==> config.mk <==
export PLATFORM = sky130hd
export DESIGN_NAME = irq_tier_arbiter
export DESIGN_NICKNAME = d
export VERILOG_FILES = /design/src/rtl/irq_arb_pkg.sv /design/src/rtl/irq_req_gate.sv /design/src/rtl/irq_fixed_pick.sv /design/src/rtl/irq_pend_latch.sv /design/src/rtl/irq_mask_ctl.sv /design/src/rtl/irq_tier_arbiter.sv
export SDC_FILE = /design/constraint.sdc
export NUM_CORES = 1
export LEC_CHECK = 0
export BUFFER_PORTS_ARGS = -buffer_cell sky130_fd_sc_hd__buf_2
export CAP_MARGIN = 40
export CORE_MARGIN = 3
export CORE_UTILIZATION = 40
export DETAILED_ROUTE_END_ITERATION = 10
export PLACE_DENSITY = 0.75
export SLEW_MARGIN = 0
export SYNTH_ARGS = -nofsm -noshare
export SYNTH_HDL_FRONTEND = slang
export SYNTH_SLANG_ARGS = --single-unit
==> constraint.sdc <==
create_clock -name clk -period 1.7 [get_ports clk]
set_clock_uncertainty 0.05 [all_clocks]
set_input_delay 0.17 -clock clk [delete_from_list [all_inputs] [get_ports clk]]
set_output_delay 0.17 -clock clk [all_outputs]
set_load 0.005 [all_outputs]
==> src/rtl/irq_arb_pkg.sv <==
package irq_arb_pkg;
  typedef enum logic [1:0] {
    WIN_NONE = 2'd0,
    WIN_NMI  = 2'd1,
    WIN_ABRK = 2'd2,
    WIN_SRC  = 2'd3
  } win_kind_e;

  localparam logic [1:0] MODE_USER_MASK = 2'b10;
endpackage

==> src/rtl/irq_req_gate.sv <==
module irq_req_gate #(
  parameter int NUM_SRC = 8
) (
  input  logic [NUM_SRC-1:0] flag,
  input  logic [NUM_SRC-1:0] en,
  input  logic [NUM_SRC-1:0] lvl,
  input  logic               allow,
  output logic [NUM_SRC-1:0] req_hi,
  output logic [NUM_SRC-1:0] req_lo
);
  genvar g;
  generate
    for (g = 0; g < NUM_SRC; g++) begin : g_src
      logic live;
      assign live      = flag[g] & en[g] & allow;
      assign req_hi[g] = live & lvl[g];
      assign req_lo[g] = live & ~lvl[g];
    end
  endgenerate
endmodule

==> src/rtl/irq_fixed_pick.sv <==
module irq_fixed_pick #(
  parameter int NUM_SRC = 8,
  localparam int IDX_W = (NUM_SRC > 1) ? $clog2(NUM_SRC) : 1
) (
  input  logic [NUM_SRC-1:0] req,
  output logic               found,
  output logic [IDX_W-1:0]   idx
);
  always_comb begin
    found = 1'b0;
    idx   = '0;
    for (int i = NUM_SRC - 1; i >= 0; i--) begin
      if (req[i]) begin
        found = 1'b1;
        idx   = IDX_W'(i);
      end
    end
  end


  always_comb begin
    pick_is_request_chk: assert (!found || req[idx]);
  end
endmodule

==> src/rtl/irq_pend_latch.sv <==
module irq_pend_latch (
  input  logic clk,
  input  logic rst,
  input  logic nmi_in,
  input  logic abrk_in,
  input  logic clr_nmi,
  input  logic clr_abrk,
  output logic nmi_pend,
  output logic abrk_pend
);
  logic nmi_prev;

  always_ff @(posedge clk) begin
    if (rst) begin
      nmi_prev  <= 1'b0;
      nmi_pend  <= 1'b0;
      abrk_pend <= 1'b0;
    end else begin
      nmi_prev <= nmi_in;
      if (nmi_in && !nmi_prev) nmi_pend <= 1'b1;
      else if (clr_nmi)        nmi_pend <= 1'b0;
      if (abrk_in)             abrk_pend <= 1'b1;
      else if (clr_abrk)       abrk_pend <= 1'b0;
    end
  end


  nmi_edge_latched_chk: assert property (@(posedge clk) disable iff (rst)
    (nmi_in && !nmi_prev) |=> nmi_pend);
endmodule

==> src/rtl/irq_mask_ctl.sv <==
module irq_mask_ctl (
  input  logic clk,
  input  logic rst,
  input  logic accept,
  input  logic rte,
  input  logic wr_en,
  input  logic wr_val,
  output logic imask
);
  logic saved;

  always_ff @(posedge clk) begin
    if (rst) begin
      imask <= 1'b1;
      saved <= 1'b1;
    end else if (accept) begin
      imask <= 1'b1;
      saved <= imask;
    end else if (rte) begin
      imask <= saved;
    end else if (wr_en) begin
      imask <= wr_val;
    end
  end


  accept_sets_mask_chk: assert property (@(posedge clk) disable iff (rst)
    accept |=> imask);

  mask_write_chk: assert property (@(posedge clk) disable iff (rst)
    (!accept && !rte && wr_en) |=> (imask == $past(wr_val)));
endmodule

==> src/rtl/irq_tier_arbiter.sv <==
module irq_tier_arbiter
  import irq_arb_pkg::*;
#(
  parameter int NUM_SRC  = 8,
  parameter int VEC_W    = 8,
  parameter int VEC_BASE = 16,
  parameter int NMI_VEC  = 2,
  parameter int ABRK_VEC = 3
) (
  input  logic               clk,
  input  logic               rst,
  input  logic [NUM_SRC-1:0] src_flag,
  input  logic [NUM_SRC-1:0] src_en,
  input  logic [NUM_SRC-1:0] src_lvl,
  input  logic               nmi_in,
  input  logic               abrk_in,
  input  logic [1:0]         mode,
  input  logic               user_mask,
  input  logic               insn_end,
  input  logic               irq_ack,
  input  logic               rte,
  input  logic               mask_wr,
  input  logic               mask_wr_val,
  output logic               irq_valid,
  output logic [VEC_W-1:0]   irq_vec,
  output logic               imask
);
  localparam int IDX_W = (NUM_SRC > 1) ? $clog2(NUM_SRC) : 1;

  logic               masked;
  logic [NUM_SRC-1:0] req_hi, req_lo;
  logic               hi_found, lo_found;
  logic [IDX_W-1:0]   hi_idx, lo_idx;
  logic               nmi_pend, abrk_pend;
  logic               any_req, accept, ack_fire;
  win_kind_e          win_kind, cur_kind;
  logic [VEC_W-1:0]   win_vec;

  assign masked = imask | ((mode == MODE_USER_MASK) & user_mask);

  irq_req_gate #(.NUM_SRC(NUM_SRC)) u_gate (
    .flag(src_flag), .en(src_en), .lvl(src_lvl), .allow(~masked),
    .req_hi(req_hi), .req_lo(req_lo)
  );

  irq_fixed_pick #(.NUM_SRC(NUM_SRC)) u_pick_hi (
    .req(req_hi), .found(hi_found), .idx(hi_idx)
  );

  irq_fixed_pick #(.NUM_SRC(NUM_SRC)) u_pick_lo (
    .req(req_lo), .found(lo_found), .idx(lo_idx)
  );

  assign ack_fire = irq_valid & irq_ack;

  irq_pend_latch u_pend (
    .clk(clk), .rst(rst), .nmi_in(nmi_in), .abrk_in(abrk_in),
    .clr_nmi(ack_fire && cur_kind == WIN_NMI),
    .clr_abrk(ack_fire && cur_kind == WIN_ABRK),
    .nmi_pend(nmi_pend), .abrk_pend(abrk_pend)
  );

  always_comb begin
    win_kind = WIN_NONE;
    win_vec  = '0;
    if (nmi_pend) begin
      win_kind = WIN_NMI;
      win_vec  = VEC_W'(NMI_VEC);
    end else if (abrk_pend) begin
      win_kind = WIN_ABRK;
      win_vec  = VEC_W'(ABRK_VEC);
    end else if (hi_found) begin
      win_kind = WIN_SRC;
      win_vec  = VEC_W'(VEC_BASE) + VEC_W'(hi_idx);
    end else if (lo_found) begin
      win_kind = WIN_SRC;
      win_vec  = VEC_W'(VEC_BASE) + VEC_W'(lo_idx);
    end
  end

  assign any_req = (win_kind != WIN_NONE);
  assign accept  = !irq_valid && insn_end && any_req;

  irq_mask_ctl u_mask (
    .clk(clk), .rst(rst), .accept(accept), .rte(rte),
    .wr_en(mask_wr), .wr_val(mask_wr_val), .imask(imask)
  );

  always_ff @(posedge clk) begin
    if (rst) begin
      irq_valid <= 1'b0;
      irq_vec   <= '0;
      cur_kind  <= WIN_NONE;
    end else if (accept) begin
      irq_valid <= 1'b1;
      irq_vec   <= win_vec;
      cur_kind  <= win_kind;
    end else if (ack_fire) begin
      irq_valid <= 1'b0;
    end
  end


  hold_until_ack_chk: assert property (@(posedge clk) disable iff (rst)
    (irq_valid && !irq_ack) |=> (irq_valid && $stable(irq_vec)));

  accept_on_boundary_chk: assert property (@(posedge clk) disable iff (rst)
    $rose(irq_valid) |-> $past(insn_end));

  mask_blocks_src_chk: assert property (@(posedge clk) disable iff (rst)
    ($rose(irq_valid) && $past(masked)) |-> (cur_kind != WIN_SRC));

  mask_on_accept_chk: assert property (@(posedge clk) disable iff (rst)
    $rose(irq_valid) |-> imask);

  ack_drops_valid_chk: assert property (@(posedge clk) disable iff (rst)
    ack_fire |=> !irq_valid);
endmodule

==> results of run 1 <==
==> synth_stat cells (all sizes together) <==
library cell	number
and3	1
nor4	2
and3b	2
a211o	1
a211oi	3
o211a	1
a2111o	1
inv	5
o21ba	1
nor2b	5
o21ai	6
a21oi	3
a21boi	2
a22o	1
nand3	8
mux2i	2
nand4b	2
conb	1
a221oi	1
or2	1
o311a	2
mux2	2
o32ai	1
and2	1
dfxtp	12
nand4	2
o2111ai	1
clkbuf	1
nand3b	5
a31oi	1
nor3	2
or3	2
a311oi	3
nor2	11
nand2	7
buf	7
or4b	1
==> state kept, by name, indices dropped and copies added (netlist names) <==
register          flops
u_pend.nmi_prev       1
irq_valid             1
u_pend.abrk_pend      1
u_pend.nmi_pend       1
irq_vec               4
cur_kind              2
u_mask.imask          1
u_mask.saved          1
==> worst max-delay path, delay by kind of cell (launching register included) <==
kind                   cells  cell delay, ns
DFF                        1            0.42
AOI/OAI and AO/OA          3            0.75
and+or+nand+nor            1            0.04
buffers and inverters      2            0.31
==> where the power goes <==
part	switching (uW)	total, uW	internal [uW]
combinational	116	234	118
clock	96.7	227	130
sequential	19.8	323	304
==> layout make-up <==
| class | count | area share, % |
|---|---|---|
| Clock buffer | 4 | 2.900 |
| Inverter | 5 | 1.500 |
| Multi-Input combinational cell | 88 | 51.60 |
| Sequential cell | 12 | 19.50 |
| Tap cell | 27 | 2.700 |
| Timing Repair Buffer | 49 | 21.80 |
==> how the worst min path moves through the flow <==
stage,startpoint,to,cells after the start
floorplan,rst,u_pend.nmi_prev$_SDFF_PP0_,1
global placement,abrk_in,u_pend.abrk_pend$_SDFFE_PP0P_,3
detailed placement,nmi_in,u_pend.nmi_prev$_SDFF_PP0_,2
CTS,nmi_in,u_pend.nmi_prev$_SDFF_PP0_,2
global route,nmi_in,u_pend.nmi_prev$_SDFF_PP0_,2
finish,nmi_in,u_pend.nmi_prev$_SDFF_PP0_,2
==> through the flow <==
stage	hold WS [ns]	util (%)	total power, uW	TNS, ns	setup WS [ns]
after floorplan	0.1916	-	448.7	0	0.01823
final	0.07260	61.88	784.9	0	0.03778
after CTS	0.07124	57.74	765.8	0	0.01481
after detailed placement	0.3667	54.52	529.1	-1.611	-0.2471
after global placement	0.3325	54.52	520.9	-0.8645	-0.1497
after global routing	0.08887	61.88	826.7	-0.02755	-0.01731
==> logic make-up (layout without fill, tap and decap cells) <==
kind of cell	count (synthesis)	after routing	synth area share, %
AO/OA/AOI/OAI	28	28	24.53
buffers and inverters	13	58	8.751
flip-flops	12	12	27.55
multiplexers	4	4	4.878
other	1	4	0.4300
AND/OR/NAND/NOR	52	52	33.86
==> what timing repair did <==
action / 4_1_cts / 5_1_grt
setup buffers: 0 / 3
pin swaps: 2 / 8
setup endpoints to repair: 8 / 4
hold buffers: 0 / 0
gates resized for setup: 6 / 14
==> per-layer routing <==
layer	wire length (um)	part of all wire (%)
met5	0	0
met4	0	0
met3	169	7.0
met2	1237	51
met1	1023	42
==> flow_summary.json, run 1 <==
{
  "ff_latch_area_um2": 244.0,
  "coreArea_mm2": 0.002022,
  "mostFrequentLayoutCells": "41 x buf_2, 11 x dfxtp_1, 10 x nor2_1, 8 x nand3_1, 7 x nand2_1",
  "multi_input_area_um2": 645.6,
  "track_usage_pct": 16.96,
  "grt_pass1_wl_um": 3574,
  "cts.htree.levels": 1,
  "clock.fmax_mhz": 601.6,
  "place.gp.congestion": 0.8444,
  "hold_class": "primary input to flop",
  "rr_worst_depth": 6,
  "antenna_cells": 0,
  "start_kind": "flop",
  "r2r-end": "u_mask.saved$_SDFFE_PP1P_",
  "cp.required_ns": 1.83,
  "r2r_start": "u_mask.imask$_SDFFE_PP1P_",
  "cp_max_fo": 6,
  "synthCells": 110,
  "setup.worst_path.start": "u_mask.imask$_SDFFE_PP1P_",
  "ys_ff_latch": 12,
  "ys_warn_count": 0,
  "syn_area_per_cell_um2": 7.928,
  "power_leakage_uw": 0.0005589,
  "grt_max_degree": 14,
  "met2_usage_pct": 28.93,
  "peakVddDrop_mv": 0.5694,
  "drive_above_1_share_pct": 46.20,
  "hpwl_um": 1830,
  "layout_commonest_cell": "buf_2",
  "top_level_ports": 46,
  "setup_violations": 0,
  "critPathCapture": "u_mask.saved$_SDFFE_PP1P_",
  "syn_area_um2": 872.1,
  "critPathArrivalTime_ns": 1.79,
  "fp.dieH_um": 52.69,
  "r2r_setup_slack_ns": 0.04,
  "report.final.slew_viol_count": 0,
  "synth_top_area_share_pct": 27.55,
  "fin_crit_ns": 1.662,
  "drc": 0,
  "critPathKind": "flop to flop",
  "numClockSinks": 12,
  "root_buffer": "clkbuf_4",
  "cts_max_path_buffers": 2,
  "vias": 994,
  "cts_tree": "built",
  "grt_overflow": 0,
  "dp_cells": 178,
  "worstSkewPairLatency_ns": 0.28,
  "status": "completed",
  "crit_path_max_incr_delay_ns": 0.42,
  "viasPerCell": 5.373,
  "hold_violations": 0,
  "busiest_layer": "met2",
  "routed_wl_um": 2429,
  "wire_per_inst_um": 13.13,
  "fin_area_mm2": 0.001251,
  "yosysTopAreaCell": "dfxtp_1",
  "path_cells": "buf_6 > nor3_4 > a211oi_2 > a31oi_2 > buf_4 > a211o_1",
  "finalCritPeriodShare_pct": 97.78,
  "rsz0062_at_grt": "true",
  "slowest_stage": "dfxtp_4",
  "antenna_found_initial": 0,
  "die_x_um": 52.69,
  "drt_iter0_markers": 26,
  "first_global_vias": 876,
  "synth_area_leaders": "dfxtp_1 28%, nand3_1 4.6%, buf_4 4.3%",
  "dieArea_mm2": 0.002776,
  "rows": 16,
  "dr.pass1.iters": 4,
  "start_util_pct": 43.13,
  "antenna_left": 0,
  "layout.nets": 195,
  "portBuffers": 41,
  "cap_violations": 0,
  "p_per_area_mw_per_mm2": 627.3,
  "critPathCaptureType": "flop",
  "dpl_cell_area_mm2": 0.001102,
  "stdcell_count": 185,
  "synth.distinct_cells": 43,
  "area_growth_pct": 43.47,
  "grtUsageMet1_pct": 21.67,
  "clkTransAtPathRegs_ns": 0.08,
  "grtUsageMet3_pct": 5.128,
  "cts_buffers": 3,
  "fillers": 192,
  "yosysSeqAreaShare_pct": 27.55
}
Note: power is estimated with default switching activity, not from simulation.
==> run 2: changes to the inputs <==
Settings changed: HOLD_SLACK_MARGIN from default to 0.1.
==> flow_summary.json, run 2 (same netlist as run 1, synthesis figures left out) <==
{
  "area_growth_pct": 45.77,
  "rows": 16,
  "worstSkewPairLatency_ns": 0.28,
  "combPwrFrac_pct": 30.2,
  "track_usage_pct": 17.02,
  "vias": 1009,
  "max_flop_register": "irq_vec",
  "r2r-end": "u_mask.saved$_SDFFE_PP1P_",
  "root_buffer": "clkbuf_4",
  "layout_commonest_cell": "buf_2",
  "power_leakage_uw": 0.0005673,
  "mostFrequentLayoutCells": "41 x buf_2, 11 x dfxtp_1, 10 x nor2_1, 8 x nand3_1, 7 x nand2_1",
  "grtUsageMet3_pct": 5.128,
  "power_frac_clock_pct": 28.8,
  "finalCritPeriodShare_pct": 97.77,
  "p_per_area_mw_per_mm2": 620.3,
  "coreArea_mm2": 0.002022,
  "portBuffers": 41,
  "setup.worst_path.start": "u_mask.imask$_SDFFE_PP1P_",
  "peakVddDrop_mv": 0.5768,
  "report.final.slew_viol_count": 0,
  "layout.nets": 197,
  "power.share.switching_pct": 29.57,
  "r2r_setup_slack_ns": 0.04,
  "reg_top3": "irq_vec: 4 flops, cur_kind: 2 flops",
  "wire_per_inst_um": 13.02,
  "finalWorstSetupSlack_ns": 0.03798,
  "cts_tree": "built",
  "cp.required_ns": 1.83,
  "min_to": "u_mask.imask$_SDFFE_PP1P_",
  "cp_max_fo": 6,
  "worstHoldStart": "rte",
  "clock.fmax_mhz": 601.7,
  "busiest_layer": "met2",
  "fin_crit_ns": 1.662,
  "r2r_start": "u_mask.imask$_SDFFE_PP1P_",
  "p_sw_uw": 233.1,
  "fin_util_pct": 62.87,
  "drc": 0,
  "routed_wl_um": 2434,
  "first_global_vias": 873,
  "antenna_found_initial": 0,
  "p_seq_share_pct": 41.0,
  "cts.htree.levels": 1,
  "power_uw": 788.5,
  "critPathCaptureType": "flop",
  "critPathKind": "flop to flop",
  "viasPerCell": 5.396,
  "top_level_ports": 46,
  "drt_iter0_markers": 26,
  "clkTransAtPathRegs_ns": 0.08,
  "hold_class": "primary input to flop",
  "fillers": 188,
  "p_int_uw": 555.4,
  "dr.pass1.iters": 4,
  "start_kind": "flop",
  "hpwl_um": 1830,
  "critPathArrivalTime_ns": 1.79,
  "cts_max_path_buffers": 2,
  "cap_violations": 0,
  "numClockSinks": 12,
  "setup_violations": 0,
  "hold_violations": 0,
  "place.gp.congestion": 0.8444,
  "antenna_left": 0,
  "cts_buffers": 3,
  "grt_max_degree": 14,
  "rr_worst_depth": 6,
  "status": "completed",
  "hold_path_depth": 3,
  "rsz0062_at_grt": "true",
  "antenna_cells": 0,
  "drive_above_1_share_pct": 45.63,
  "grtUsageMet1_pct": 21.67,
  "grt_overflow": 0,
  "grt_pass1_wl_um": 3581,
  "die_x_um": 52.69,
  "pre_cts_slack_ns": -0.2471,
  "dieArea_mm2": 0.002776,
  "largest_reg_flops": 4,
  "multi_input_area_um2": 645.6,
  "met2_usage_pct": 29.13,
  "start_util_pct": 43.13,
  "fp.dieH_um": 52.69,
  "ff_latch_area_um2": 244.0
}
[run 2: final cells by class]
cell class	count	area share (%)
inverter	5	1.476
clock buffer	4	2.854
sequential	12	19.19
tap	27	2.657
multi-input combinational	88	50.79
timing repair buffer	51	23.03
[run 2: stage by stage]
step                hold slack (ns)  setup TNS (ns)  instance area (um^2)  std cells
floorplan                    0.1916               0                 883.3        113
global placement             0.3325         -0.8645                  1102        178
detailed placement           0.3667          -1.611                  1102        178
CTS                          0.1527               0                  1187        184
global route                 0.1537        -0.02768                  1271        187
finish                       0.1589               0                  1271        187
[run 2: how the worst max path moves through the flow]
stage                           endpoint  slack [ns]  cells after the start
2_1_floorplan    irq_vec[0]$_SDFFE_PP0P_        0.02                      6
3_3_place_gp   u_mask.saved$_SDFFE_PP1P_       -0.15                      7
3_5_place_dp     irq_vec[1]$_SDFFE_PP0P_       -0.25                      7
4_1_cts          irq_vec[1]$_SDFFE_PP0P_        0.01                      5
5_1_grt        u_mask.saved$_SDFFE_PP1P_       -0.02                      5
6_report       u_mask.saved$_SDFFE_PP1P_        0.04                      6
[run 2: per-layer routing]
layer  vias to the layer above  wire, um
met5                         -         0
met4                         0         0
met3                         0       203
met2                        41      1229
met1                       459      1001
li1                        509         -
[run 2: timing repair]
item,in CTS,in global routing
hold buffers,2,0
resized for setup,6,14
buffers inserted,0,3
pin swaps,2,8
setup endpoints to repair,8,4
endpoints found under the hold margin,2,0
[run 2: critical path, cell delays in order (launching register included)]
cell,delay [ns]
dfxtp_4,0.42
buf_6,0.14
nor3_4,0.04
a211oi_2,0.31
a31oi_2,0.17
buf_4,0.17
a211o_1,0.27
[run 2: power groups by stage]
stage | clock network [uW] | registers, uW | logic [uW]
4_1_cts | 235 | 323 | 211
6_report | 227 | 323 | 238
5_1_grt | 241 | 326 | 264
3_5_place_dp | 0 | 328 | 201
3_3_place_gp | 0 | 327 | 194
2_1_floorplan | 0 | 323 | 126
==> run 3: changes to the inputs <==
Settings changed: CORE_UTILIZATION 40 to 41, SYNTH_HIERARCHICAL from default to 1.
==> flow_summary.json, run 3 <==
{
  "status": "finished with violations",
  "violations": "negative setup slack",
  "synth_edf_count": 0,
  "track_usage_pct": 23.95,
  "crit_path_max_incr_delay_ns": 0.39,
  "hpwl_um": 2201,
  "top_level_ports": 46,
  "p_per_area_mw_per_mm2": 544.9,
  "antenna_cells": 0,
  "fin_area_mm2": 0.001533,
  "viasPerCell": 5.667,
  "clkTransAtPathRegs_ns": 0.07,
  "dpl_cell_area_mm2": 0.001353,
  "cap_violations": 0,
  "grt_max_degree": 13,
  "cp_max_fo": 8,
  "layout.nets": 217,
  "cts_max_path_buffers": 2,
  "drc": 0,
  "async_reset_ff_share_pct": 0,
  "root_buffer": "clkbuf_4",
  "yosysTopAreaCell": "dfxtp_1",
  "synth.most_common_cell": "dfxtp_1",
  "wire_per_inst_um": 15.07,
  "antenna_left": 0,
  "yosysSeqAreaShare_pct": 25.07,
  "critPathArrivalTime_ns": 2.12,
  "synth_area_leaders": "dfxtp_1 25%, and4b_2 7.0%, and4_2 6.3%",
  "critPathMostFrequentCell": "nor4_4",
  "yosys-top-cells-count": "12 x dfxtp_1, 8 x a21oi_1, 7 x inv_1, 7 x nor2b_1",
  "largest_reg_flops": 4,
  "synth_flop_cell": "dfxtp_1",
  "area_growth_pct": 59.92,
  "coreArea_mm2": 0.002082,
  "layout_commonest_cell": "buf_2",
  "start_kind": "flop",
  "rr_worst_depth": 7,
  "vias": 1173,
  "critPathCaptureType": "flop",
  "place.gp.congestion": 0.8458,
  "reg_top3": "irq_vec: 4 flops, cur_kind: 2 flops",
  "pre_cts_slack_ns": -0.5739,
  "antenna_found_initial": 0,
  "slowest_stage": "dfxtp_4",
  "dieArea_mm2": 0.002954,
  "worstSkewPairLatency_ns": 0.28,
  "fillers": 160,
  "rows": 16,
  "cts_buffers": 3,
  "cp.required_ns": 1.81,
  "cts.htree.levels": 1,
  "clock.fmax_mhz": 497.5,
  "path_cells": "a31oi_4 > and4_4 > nor4_4 > nand2_2 > nor4_4 > nor2_2 > a211o_1",
  "finalWorstSetupSlack_ns": -0.3100,
  "power_uw": 835.1,
  "rsz0062_at_grt": "true",
  "setup_violations": 9,
  "syn_area_per_cell_um2": 8.634,
  "hold_violations": 0,
  "portBuffers": 41,
  "synthCells": 111,
  "hold_path_depth": 2,
  "drive_above_1_share_pct": 56.67,
  "cts_tree": "built",
  "grt_overflow": 0,
  "die_x_um": 54.35,
  "numClockSinks": 12,
  "grt_pass1_wl_um": 5112,
  "fin_crit_ns": 2.010,
  "routed_wl_um": 3119,
  "drt_iter0_markers": 21,
  "critPathKind": "flop to flop",
  "peakVddDrop_mv": 0.6064,
  "ys_ff_latch": 12,
  "hold_class": "primary input to flop",
  "mostFrequentLayoutCells": "41 x buf_2, 22 x buf_4, 11 x dfxtp_1, 8 x a21oi_1, 8 x and4b_2",
  "synth_top_area_share_pct": 25.07,
  "ys_warn_count": 6,
  "max_flop_register": "irq_vec",
  "finalCritPeriodShare_pct": 118.2,
  "first_global_vias": 1172,
  "report.final.slew_viol_count": 0,
  "fp.dieH_um": 54.35,
  "start_util_pct": 46.03,
  "synth.distinct_cells": 40,
  "power_leakage_uw": 0.0007242,
  "syn_area_um2": 958.4,
  "dr.pass1.iters": 4
}
## run 3: per-layer routing
layer	vias to the layer above	wire, um	GRT usage, %
met5	-	0	0
met4	0	30	5.394
met3	4	183	5.450
met2	43	1665	45.62
met1	561	1240	26.48
li1	565	-	-
## run 3: cells by family after synthesis
group	after synthesis	share of synthesized area, %
and+or+nand+nor	52	42.17
other	1	0.3913
DFF	12	25.07
muxes	1	1.044
AOI/OAI and AO/OA	32	23.11
buffers and inverters	13	8.225
## run 3: layout make-up
type	count	area, um^2	area share (%)
Sequential cell	12	244.0	15.92
Inverter	7	26.28	1.714
Timing Repair Buffer	67	411.6	26.86
Clock buffer	4	36.28	2.367
Tap cell	27	33.78	2.204
Multi-Input combinational cell	90	780.7	50.94
## run 3: power by group
part | switching (uW) | internal (uW) | total (uW)
clock network | 99.8 | 130 | 230
registers | 22.2 | 304 | 326
logic | 131 | 148 | 279
## run 3: timing repair
item | 4_1_cts | 5_1_grt
cloned | 1 | 0
buffers inserted | 2 | 1
setup endpoints to repair | 9 | 9
endpoints found under the hold margin | 3 | 0
hold buffers | 3 | 0
gates resized for setup | 13 | 2
pin swaps | 11 | 4
## run 3: worst max-delay path: cells and delay by family, from the launching register on
family          cells  cell delay [ns]
simple gates        5             1.12
flops               1             0.39
compound gates      2             0.34
## run 3: path summary, 6_finish.rpt
kind,from,to,slack (ns)
worst max register to register,u_mask/imask$_SDFFE_PP1P_,u_mask/saved$_SDFFE_PP1P_,-0.31
worst min-delay path,rst,irq_vec[1]$_SDFFE_PP0P_,0.17
worst max-delay path,u_mask/imask$_SDFFE_PP1P_,u_mask/saved$_SDFFE_PP1P_,-0.31
worst min register to register,irq_vec[4]$_SDFFE_PP0P_,irq_vec[4]$_SDFFE_PP0P_,0.43
## run 3: metrics by stage
step	util, %	setup TNS (ns)	hold slack, ns	instances
after floorplan	-	-1.812	0.1846	114
after global placement	64.96	-3.914	0.3460	196
after detailed placement	64.96	-4.337	0.3621	196
after CTS	72.66	-2.204	0.1471	206
after global routing	73.62	-3.341	0.1718	207
final	73.62	-2.237	0.1664	207
